[config.mk]
export PLATFORM = sky130hd
export DESIGN_NAME = pwr_ctl_regs
export DESIGN_NICKNAME = d
export VERILOG_FILES = /design/src/rtl/pwr_ctl_pkg.sv /design/src/rtl/pwr_recov_flag.sv /design/src/rtl/pwr_mode_ctrl.sv /design/src/rtl/pwr_warn_ctrl.sv /design/src/rtl/pwr_ctl_regs.sv
export SDC_FILE = /design/constraint.sdc
export NUM_CORES = 1
export LEC_CHECK = 0
export CAP_MARGIN = 0
export CORE_AREA = 2 2 39 41
export CTS_CLUSTER_DIAMETER = 120
export DETAILED_ROUTE_END_ITERATION = 10
export DIE_AREA = 0 0 41 43
export DONT_BUFFER_PORTS = 1
export PLACE_DENSITY = 0.5
export SLEW_MARGIN = 15
export SYNTH_ARGS = -nofsm -noshare
export SYNTH_HDL_FRONTEND = slang
export SYNTH_SLANG_ARGS = --single-unit
[constraint.sdc]
create_clock -name clk -period 1.15 [get_ports clk]
set_input_delay 0.2875 -clock clk [delete_from_list [all_inputs] [get_ports clk]]
set_output_delay 0.2875 -clock clk [all_outputs]
set_load 0.005 [all_outputs]
[src/rtl/pwr_ctl_pkg.sv]
package pwr_ctl_pkg;

    // reset cause encodings
    localparam logic [1:0] RK_POWERON = 2'b00;
    localparam logic [1:0] RK_LOWVOLT = 2'b01;
    localparam logic [1:0] RK_WAKE    = 2'b10;
    localparam logic [1:0] RK_OTHER   = 2'b11;

    // control register bit positions
    localparam int CB_MODE = 0;
    localparam int CB_EN   = 1;
    localparam int CB_ACK  = 2;
    localparam int CB_FLAG = 3;
    localparam int CB_LP   = 4;

    // warning register bit positions
    localparam int WB_IE   = 0;
    localparam int WB_TRIP = 1;
    localparam int WB_ACK  = 2;
    localparam int WB_FLAG = 3;

    typedef enum logic {RCV_NONE, RCV_WOKE}       rcv_state_t;
    typedef enum logic {EN_OPEN, EN_LOCKED}       en_state_t;
    typedef enum logic {WRN_CLEAR, WRN_LATCHED}   wrn_state_t;

endpackage

[src/rtl/pwr_recov_flag.sv]
module pwr_recov_flag
    import pwr_ctl_pkg::*;
(
    input  logic clk,
    input  logic sys_rst,
    input  logic wake_rst,
    input  logic ack_wr,
    output logic flag
);

    rcv_state_t state_q, state_d;

    always_ff @(posedge clk) begin
        state_q <= state_d;
    end

    always_comb begin
        state_d = state_q;
        if (sys_rst) begin
            state_d = wake_rst ? RCV_WOKE : RCV_NONE;
        end else begin
            unique case (state_q)
                RCV_NONE: state_d = RCV_NONE;
                RCV_WOKE: if (ack_wr) state_d = RCV_NONE;
                default:  state_d = RCV_NONE;
            endcase
        end
    end

    always_comb begin
        flag = (state_q == RCV_WOKE);
    end

endmodule

[src/rtl/pwr_mode_ctrl.sv]
module pwr_mode_ctrl
    import pwr_ctl_pkg::*;
(
    input  logic clk,
    input  logic sys_rst,
    input  logic ctl_wr,
    input  logic wr_en_bit,
    input  logic wr_mode_bit,
    input  logic wr_lp_bit,
    output logic en_q,
    output logic mode_q,
    output logic lp_q,
    output logic en_locked
);

    en_state_t lock_q, lock_d;
    logic      en_d, mode_d, lp_d;

    always_ff @(posedge clk) begin
        lock_q <= lock_d;
        en_q   <= en_d;
        mode_q <= mode_d;
        lp_q   <= lp_d;
    end

    // write-once lock of the enable
    always_comb begin
        lock_d = lock_q;
        en_d   = en_q;
        if (sys_rst) begin
            lock_d = EN_OPEN;
            en_d   = 1'b0;
        end else begin
            unique case (lock_q)
                EN_OPEN: begin
                    if (ctl_wr) begin
                        lock_d = EN_LOCKED;
                        en_d   = wr_en_bit;
                    end
                end
                EN_LOCKED: lock_d = EN_LOCKED;
                default:   lock_d = EN_LOCKED;
            endcase
        end
    end

    // mode select and regulator interlock, judged on pre-write state
    always_comb begin
        mode_d = mode_q;
        lp_d   = lp_q;
        if (sys_rst) begin
            mode_d = 1'b0;
            lp_d   = 1'b0;
        end else if (ctl_wr) begin
            mode_d = wr_mode_bit && (mode_q || (en_q && !lp_q));
            lp_d   = wr_lp_bit && !mode_d;
        end
    end

    always_comb begin
        en_locked = (lock_q == EN_LOCKED);
    end

endmodule

[src/rtl/pwr_warn_ctrl.sv]
module pwr_warn_ctrl
    import pwr_ctl_pkg::*;
(
    input  logic clk,
    input  logic sys_rst,
    input  logic keep_rst,
    input  logic warn_live,
    input  logic wrn_wr,
    input  logic wr_ie_bit,
    input  logic wr_trip_bit,
    input  logic wr_ack_bit,
    output logic flag,
    output logic ie_q,
    output logic trip_q,
    output logic irq
);

    wrn_state_t state_q, state_d;
    logic       ie_d, trip_d;

    always_ff @(posedge clk) begin
        state_q <= state_d;
        ie_q    <= ie_d;
        trip_q  <= trip_d;
    end

    always_comb begin
        state_d = state_q;
        if (sys_rst) begin
            if (!keep_rst) state_d = WRN_CLEAR;
        end else begin
            unique case (state_q)
                WRN_CLEAR:   if (warn_live) state_d = WRN_LATCHED;
                WRN_LATCHED: if (wrn_wr && wr_ack_bit && !warn_live) state_d = WRN_CLEAR;
                default:     state_d = WRN_CLEAR;
            endcase
        end
    end

    always_comb begin
        ie_d   = ie_q;
        trip_d = trip_q;
        if (sys_rst) begin
            if (!keep_rst) begin
                ie_d   = 1'b0;
                trip_d = 1'b0;
            end
        end else if (wrn_wr) begin
            ie_d   = wr_ie_bit;
            trip_d = wr_trip_bit;
        end
    end

    always_comb begin
        flag = (state_q == WRN_LATCHED);
        irq  = flag && ie_q;
    end

endmodule

[src/rtl/pwr_ctl_regs.sv]
module pwr_ctl_regs
    import pwr_ctl_pkg::*;
#(
    parameter int DATA_W   = 8,
    parameter int ADDR_W   = 2,
    parameter int CTL_ADDR = 0,
    parameter int WRN_ADDR = 1
) (
    input  logic              clk,
    input  logic              sys_rst,
    input  logic [1:0]        rst_kind,
    input  logic              bus_wr,
    input  logic [ADDR_W-1:0] bus_addr,
    input  logic [DATA_W-1:0] bus_wdata,
    output logic [DATA_W-1:0] bus_rdata,
    input  logic              warn_live,
    output logic              stop2_sel,
    output logic              regulator_lp,
    output logic              warn_trip_sel,
    output logic              warn_irq
);

    localparam logic [ADDR_W-1:0] CTL_A = ADDR_W'(CTL_ADDR);
    localparam logic [ADDR_W-1:0] WRN_A = ADDR_W'(WRN_ADDR);

    logic ctl_hit, wrn_hit, ctl_wr, wrn_wr;
    logic wake_rst, keep_rst;
    logic recov_flag, en_q, mode_q, lp_q, en_locked;
    logic warn_flag, warn_ie, trip_q;

    always_comb begin
        ctl_hit  = (bus_addr == CTL_A);
        wrn_hit  = (bus_addr == WRN_A);
        ctl_wr   = bus_wr && ctl_hit && !sys_rst;
        wrn_wr   = bus_wr && wrn_hit && !sys_rst;
        wake_rst = (rst_kind == RK_WAKE);
        keep_rst = (rst_kind == RK_LOWVOLT) || (rst_kind == RK_WAKE);
    end

    pwr_recov_flag u_recov (
        .clk      (clk),
        .sys_rst  (sys_rst),
        .wake_rst (wake_rst),
        .ack_wr   (ctl_wr && bus_wdata[CB_ACK]),
        .flag     (recov_flag)
    );

    pwr_mode_ctrl u_mode (
        .clk         (clk),
        .sys_rst     (sys_rst),
        .ctl_wr      (ctl_wr),
        .wr_en_bit   (bus_wdata[CB_EN]),
        .wr_mode_bit (bus_wdata[CB_MODE]),
        .wr_lp_bit   (bus_wdata[CB_LP]),
        .en_q        (en_q),
        .mode_q      (mode_q),
        .lp_q        (lp_q),
        .en_locked   (en_locked)
    );

    pwr_warn_ctrl u_warn (
        .clk         (clk),
        .sys_rst     (sys_rst),
        .keep_rst    (keep_rst),
        .warn_live   (warn_live),
        .wrn_wr      (wrn_wr),
        .wr_ie_bit   (bus_wdata[WB_IE]),
        .wr_trip_bit (bus_wdata[WB_TRIP]),
        .wr_ack_bit  (bus_wdata[WB_ACK]),
        .flag        (warn_flag),
        .ie_q        (warn_ie),
        .trip_q      (trip_q),
        .irq         (warn_irq)
    );

    // read mux: acknowledge and reserved positions stay 0
    always_comb begin
        bus_rdata = '0;
        if (ctl_hit) begin
            bus_rdata[CB_MODE] = mode_q;
            bus_rdata[CB_EN]   = en_q;
            bus_rdata[CB_FLAG] = recov_flag;
            bus_rdata[CB_LP]   = lp_q;
        end else if (wrn_hit) begin
            bus_rdata[WB_IE]   = warn_ie;
            bus_rdata[WB_TRIP] = trip_q;
            bus_rdata[WB_FLAG] = warn_flag;
        end
    end

    always_comb begin
        stop2_sel     = mode_q;
        regulator_lp  = lp_q;
        warn_trip_sel = trip_q;
    end

endmodule

; Word level (Yosys, flattened, before mapping)
; Index checks and enable logic that the tools add are counted.
[word_totals]
latch_bits = 0
elab_cells = 56
reg_bits = 8
mem_count = 0
ramBits = 0
romBits = 0
in_bits = 16
[classes]
n_mux = 20
order_cmp = 0
n_eq_ne = 4
div = 0
n_mul = 0
n_bitwise = 3
n_reduce_logical = 21
addsub = 0
shift = 0
[ops]
columns = operator, count
row1 = 1-bit 2-to-1 mux, 15
row2 = 1-bit logical AND, 11
row3 = 1-bit case mux with 2 select lines, 3
row4 = 2-bit by 1-bit == test with 1-bit output (second input constant), 2
row5 = 1-bit logical NOT, 4
row6 = 2-bit 2-to-1 mux, 2
row7 = 2-bit AND reduction, 2
row8 = 1-bit NOT, 3
row9 = 2-bit == test (second input constant), 1
row10 = 2-bit logical NOT, 1
row11 = 1-bit logical OR, 2
row12 = 2-bit inequality test (second input constant), 1
row13 = 2-bit nonzero test, 1

; Depth between registers and ports, before layout
[depth]
word_depth = 8
ltp_mapped = 4
mapped_depth_nobuf = 4

; Modules after synthesis
; A second synthesis with hierarchy kept.
[unflattened]
cells_unflattened = 53
area_unflattened_um2 = 495.5
[modules_own_cells]
columns = module, seq_area_each_um2, area_per_inst_um2, n_inst, cells_each
row1 = pwr_ctl_regs, 0.0, 153.9, 1, 19
row2 = pwr_mode_ctrl, 80.1, 153.9, 1, 18
row3 = pwr_warn_ctrl, 90.1, 148.9, 1, 12
row4 = pwr_recov_flag, 20.0, 38.8, 1, 4

; Worst setup path after synthesis
; OpenSTA, ideal clock, no wires.
[synth_path]
path_type = input-to-reg
from = input rst_kind[0]
to = register u_warn.ie_q (enable)
t_required_ps = 823
slack_ps = 98
setup_ps = 327
cell_stages = 4
arrival_ps = 725
cell_sequence = inv_1 > ha_1 > nand2_1 > o21ai_0
[synth_via]
elab_chain_len = 4
word_cells_on_any_way = 5
[synth_lines]
columns = item, line
row1 = "start, declared", pwr_ctl_regs.sv:11  ; input logic [1:0] rst_kind,
row2 = 2-bit by 1-bit == test with 1-bit output / 2-bit == test (equally long branches), pwr_ctl_regs.sv:37  ; keep_rst = (rst_kind == RK_LOWVOLT) || (rst_kind == RK_WAKE);
row3 = 1-bit logical OR *, pwr_ctl_regs.sv:37
row4 = 2-bit inequality test (no source line) *, --
row5 = 2-bit AND reduction (no source line) *, --
row6 = "end signal, assigned", pwr_warn_ctrl.sv:23  ; ie_q <= ie_d;
row7 = "end, declared", pwr_warn_ctrl.sv:13  ; output logic ie_q,
; Mark *: on every way between the ends. The rest lies on a longest branch, timed or not.
; A chain may end at the register's enable or synchronous reset.

; Worst setup path in the final report
[layout_path]
from = register u_warn.trip_q
to = output bus_rdata[1]
[layout_via]
elab_chain_len = 2
[layout_lines]
columns = item, line
row1 = "start, declared", pwr_warn_ctrl.sv:14  ; output logic trip_q,
row2 = "start signal, assigned", pwr_warn_ctrl.sv:24  ; trip_q <= trip_d;
row3 = 2-bit 2-to-1 mux, pwr_ctl_regs.sv:84  ; end else if (wrn_hit) begin
row4 = 2-bit 2-to-1 mux, pwr_ctl_regs.sv:79  ; if (ctl_hit) begin
row5 = "end, declared", pwr_ctl_regs.sv:15  ; output logic [DATA_W-1:0] bus_rdata,
; No other way between the ends.

==> out/results.ini <==
[status]
outcome = complete, but fails checks
violations = negative setup slack

[worst_hold_path]
hp-class = in2reg
hold_path_depth = 1
hold_path_startpoint = sys_rst
holdPathEnd = u_mode.en_locked

[power_and_ir_drop]
ir_worst_vdd_mv = 0.5804
p_total_w = 0.0006370
p_per_area_nw_per_um2 = 1218
p_leak_nw = 0.2032

[placement]
hpwl_um = 684.7
globalplace.congestion = 0.7489
pre_cts_ws_ns = 0.03245
portBuffers = 0
place_inst = 65

[clock_network]
cts_buffers = 3
cts_tree = yes
clk_pin_slew_ns = 0.06
cts.sinks = 8
ctsLongestPathBuffers = 2
hold_buffers = 0
insertion_delay_ns = 0.25
cts-root-buf = clkbuf_4
cts_max_level = 1

[drt]
drcViolationCount = 0
vias = 349
drtPass1Iterations = 4
antenna_left = 0
via_per_inst = 4.986
wire_per_inst_um = 12.64
wl_um = 885
drt-initial-drc-count = 4

[sta]
finClkSkew_ns = 0.009751
hold_viol = 0
rsz0062_at_grt = yes
min_period_ns = 1.175
fin_ws_ns = -0.02495
setup_viol_count_final = 2
period_share_pct = 102.2
maxSlewViolCount = 0
fmax_mhz = 851.1

[grt]
antenna_found_initial = 0
grt_pass1_vias = 333
grt.total_usage_pct = 12.22
grt_pass1_wl_um = 1428
grt_max_degree = 14
overflow = 0

[critical_path]
worstPathArrival_ns = 0.89
r2r_slack_ns = 0.17
r2r_cells = 3
cp_max_fo = 2
cp-start-kind = flip-flop
reg2reg_from = u_mode.en_locked
required_ns = 0.86
path_class = reg2out
endpoint_kind = output pin
worstReg2RegEnd = u_mode.en_q

[synthesis]
synth_cells = 51
synth_edf_count = 3
yosysTopAreaCell = dfxtp_1
ys_seq_area_share_pct = 39.18
synth_seq_cells = 8
synth_area_um2 = 485.5
synth_area_leaders = dfxtp_1 21%, edfxtp_1 19%, mux2i_1 8.2%
synth_top_area_share_pct = 20.62
synth.yosys.warnings = 0
yosys-top-cells-count = 7 x nor2_1, 5 x dfxtp_1, 4 x buf_4, 4 x mux2i_1
synth-async-reset-ratio_pct = 0
synth.avg_cell_area_um2 = 9.519
synth-main-ff-cell = dfxtp_1
synth.most_common_cell = nor2_1
ys_types = 26

[floorplanning]
dieHeight_um = 43
die_x_um = 41
rows = 14
initial_utilization_pct = 35.08
dieArea_um2 = 1763
coreArea_um2 = 1384
io_pins = 28

[cells_and_area]
diodes = 0
final_nets = 72
fin_cells = 70
nFillCells = 149
drive_above_1_share_pct = 20.37
area_delta_synth_final_pct = 7.732

[flow_run]
maxCapViolations = 0

==> cell families (layout without fill, tap and decap cells) <==
family                     count (synthesis)  after routing  share of synthesized area (%)
buffers and inverters                      8              8                          10.82
other                                      1              4                         0.7725
adders and majority gates                  1              1                          2.577
muxes                                      4              4                          8.248
and+or+nand+nor                           22             22                          28.35
DFF                                        8              8                          39.18
AOI/OAI and AO/OA                          7              7                          10.05
==> layout by cell type (no fill, tap or decap), types with 2 or more instances in the layout <==
cell type	synthesis	routed
nor2_1	7	7
mux2i_1	4	4
conb_1	1	4
nor2b_1	3	3
clkbuf_4	0	3
dfxtp_1	5	3
edfxtp_1	3	3
inv_1	2	2
nand2b_1	2	2
nand3b_1	2	2
nand2_1	2	2
buf_4	4	2
dfxtp_2	0	2
==> where the power goes <==
| group | leakage (nW) | internal [W] | total [W] | switching [W] |
|---|---|---|---|---|
| clock network | 0.0150 | 0.000133 | 0.000235 | 0.000102 |
| logic | 0.118 | 0.0000440 | 0.0000739 | 0.0000299 |
| registers | 0.0702 | 0.000316 | 0.000328 | 0.0000121 |
==> how the worst max path moves through the flow <==
stage | cells after the start | from | slack (ns) | to
3_5_place_dp | 5 | rst_kind[0] | 0.03 | u_warn.ie_q
3_3_place_gp | 5 | rst_kind[0] | 0.03 | u_warn.trip_q
4_1_cts | 2 | u_warn.trip_q | -0.04 | bus_rdata[1]
5_1_grt | 2 | u_warn.trip_q | -0.09 | bus_rdata[1]
2_1_floorplan | 4 | rst_kind[0] | 0.1 | u_warn.ie_q
6_report | 2 | u_warn.trip_q | -0.02 | bus_rdata[1]
==> cell type report <==
type / instances / area (µm²) / share of cell area, %
multi-input cells: 38 / 261.5 / 50.00
clock buffers: 4 / 26.28 / 5.024
flip-flops and latches: 8 / 192.7 / 36.84
well taps: 16 / 20.02 / 3.828
inverters: 2 / 7.507 / 1.435
repair buffers: 2 / 15.01 / 2.871
==> registers in the layout (all words and copies together), names as in the netlist <==
| register | flops |
|---|---|
| u_mode.en_q | 1 |
| u_mode.en_locked | 1 |
| u_mode.lp_q | 1 |
| u_recov.flag | 1 |
| u_warn.trip_q | 1 |
| u_warn.ie_q | 1 |
| u_mode.mode_q | 1 |
| u_warn.flag | 1 |
==> per-layer routing <==
layer	share of wire [%]	GRT usage (%)	vias to the layer above	wire (µm)
li1	-	-	176	-
met1	45	15.41	159	397
met2	46	16.56	12	404
met3	7.9	4.712	2	70
met4	1.4	8.000	0	12
met5	0	0	-	0
==> what timing repair did <==
item                                    in CTS  in global routing
setup buffers                                1                  0
resized for setup                            3                  1
pin swaps                                    1                  1
endpoints found under the setup margin       5                  4
==> worst max-delay path, cell delays in order, from the launching register on <==
cell	delay, ns
edfxtp_1	0.42
mux2i_1	0.15
nor2_1	0.07
==> through the flow <==
step	hold slack (ns)	area, µm²	setup TNS [ns]	utilization (%)
3_3_place_gp	0.3608	479.2	0	34.63
5_1_grt	0.07837	523.0	-0.1720	37.79
6_report	0.09527	523.0	-0.03620	37.79
2_1_floorplan	0.4347	496.7	0	-
4_1_cts	0.08710	520.5	-0.05766	37.61
3_5_place_dp	0.3590	479.2	0	34.63
(Power assumes the default switching activity.)
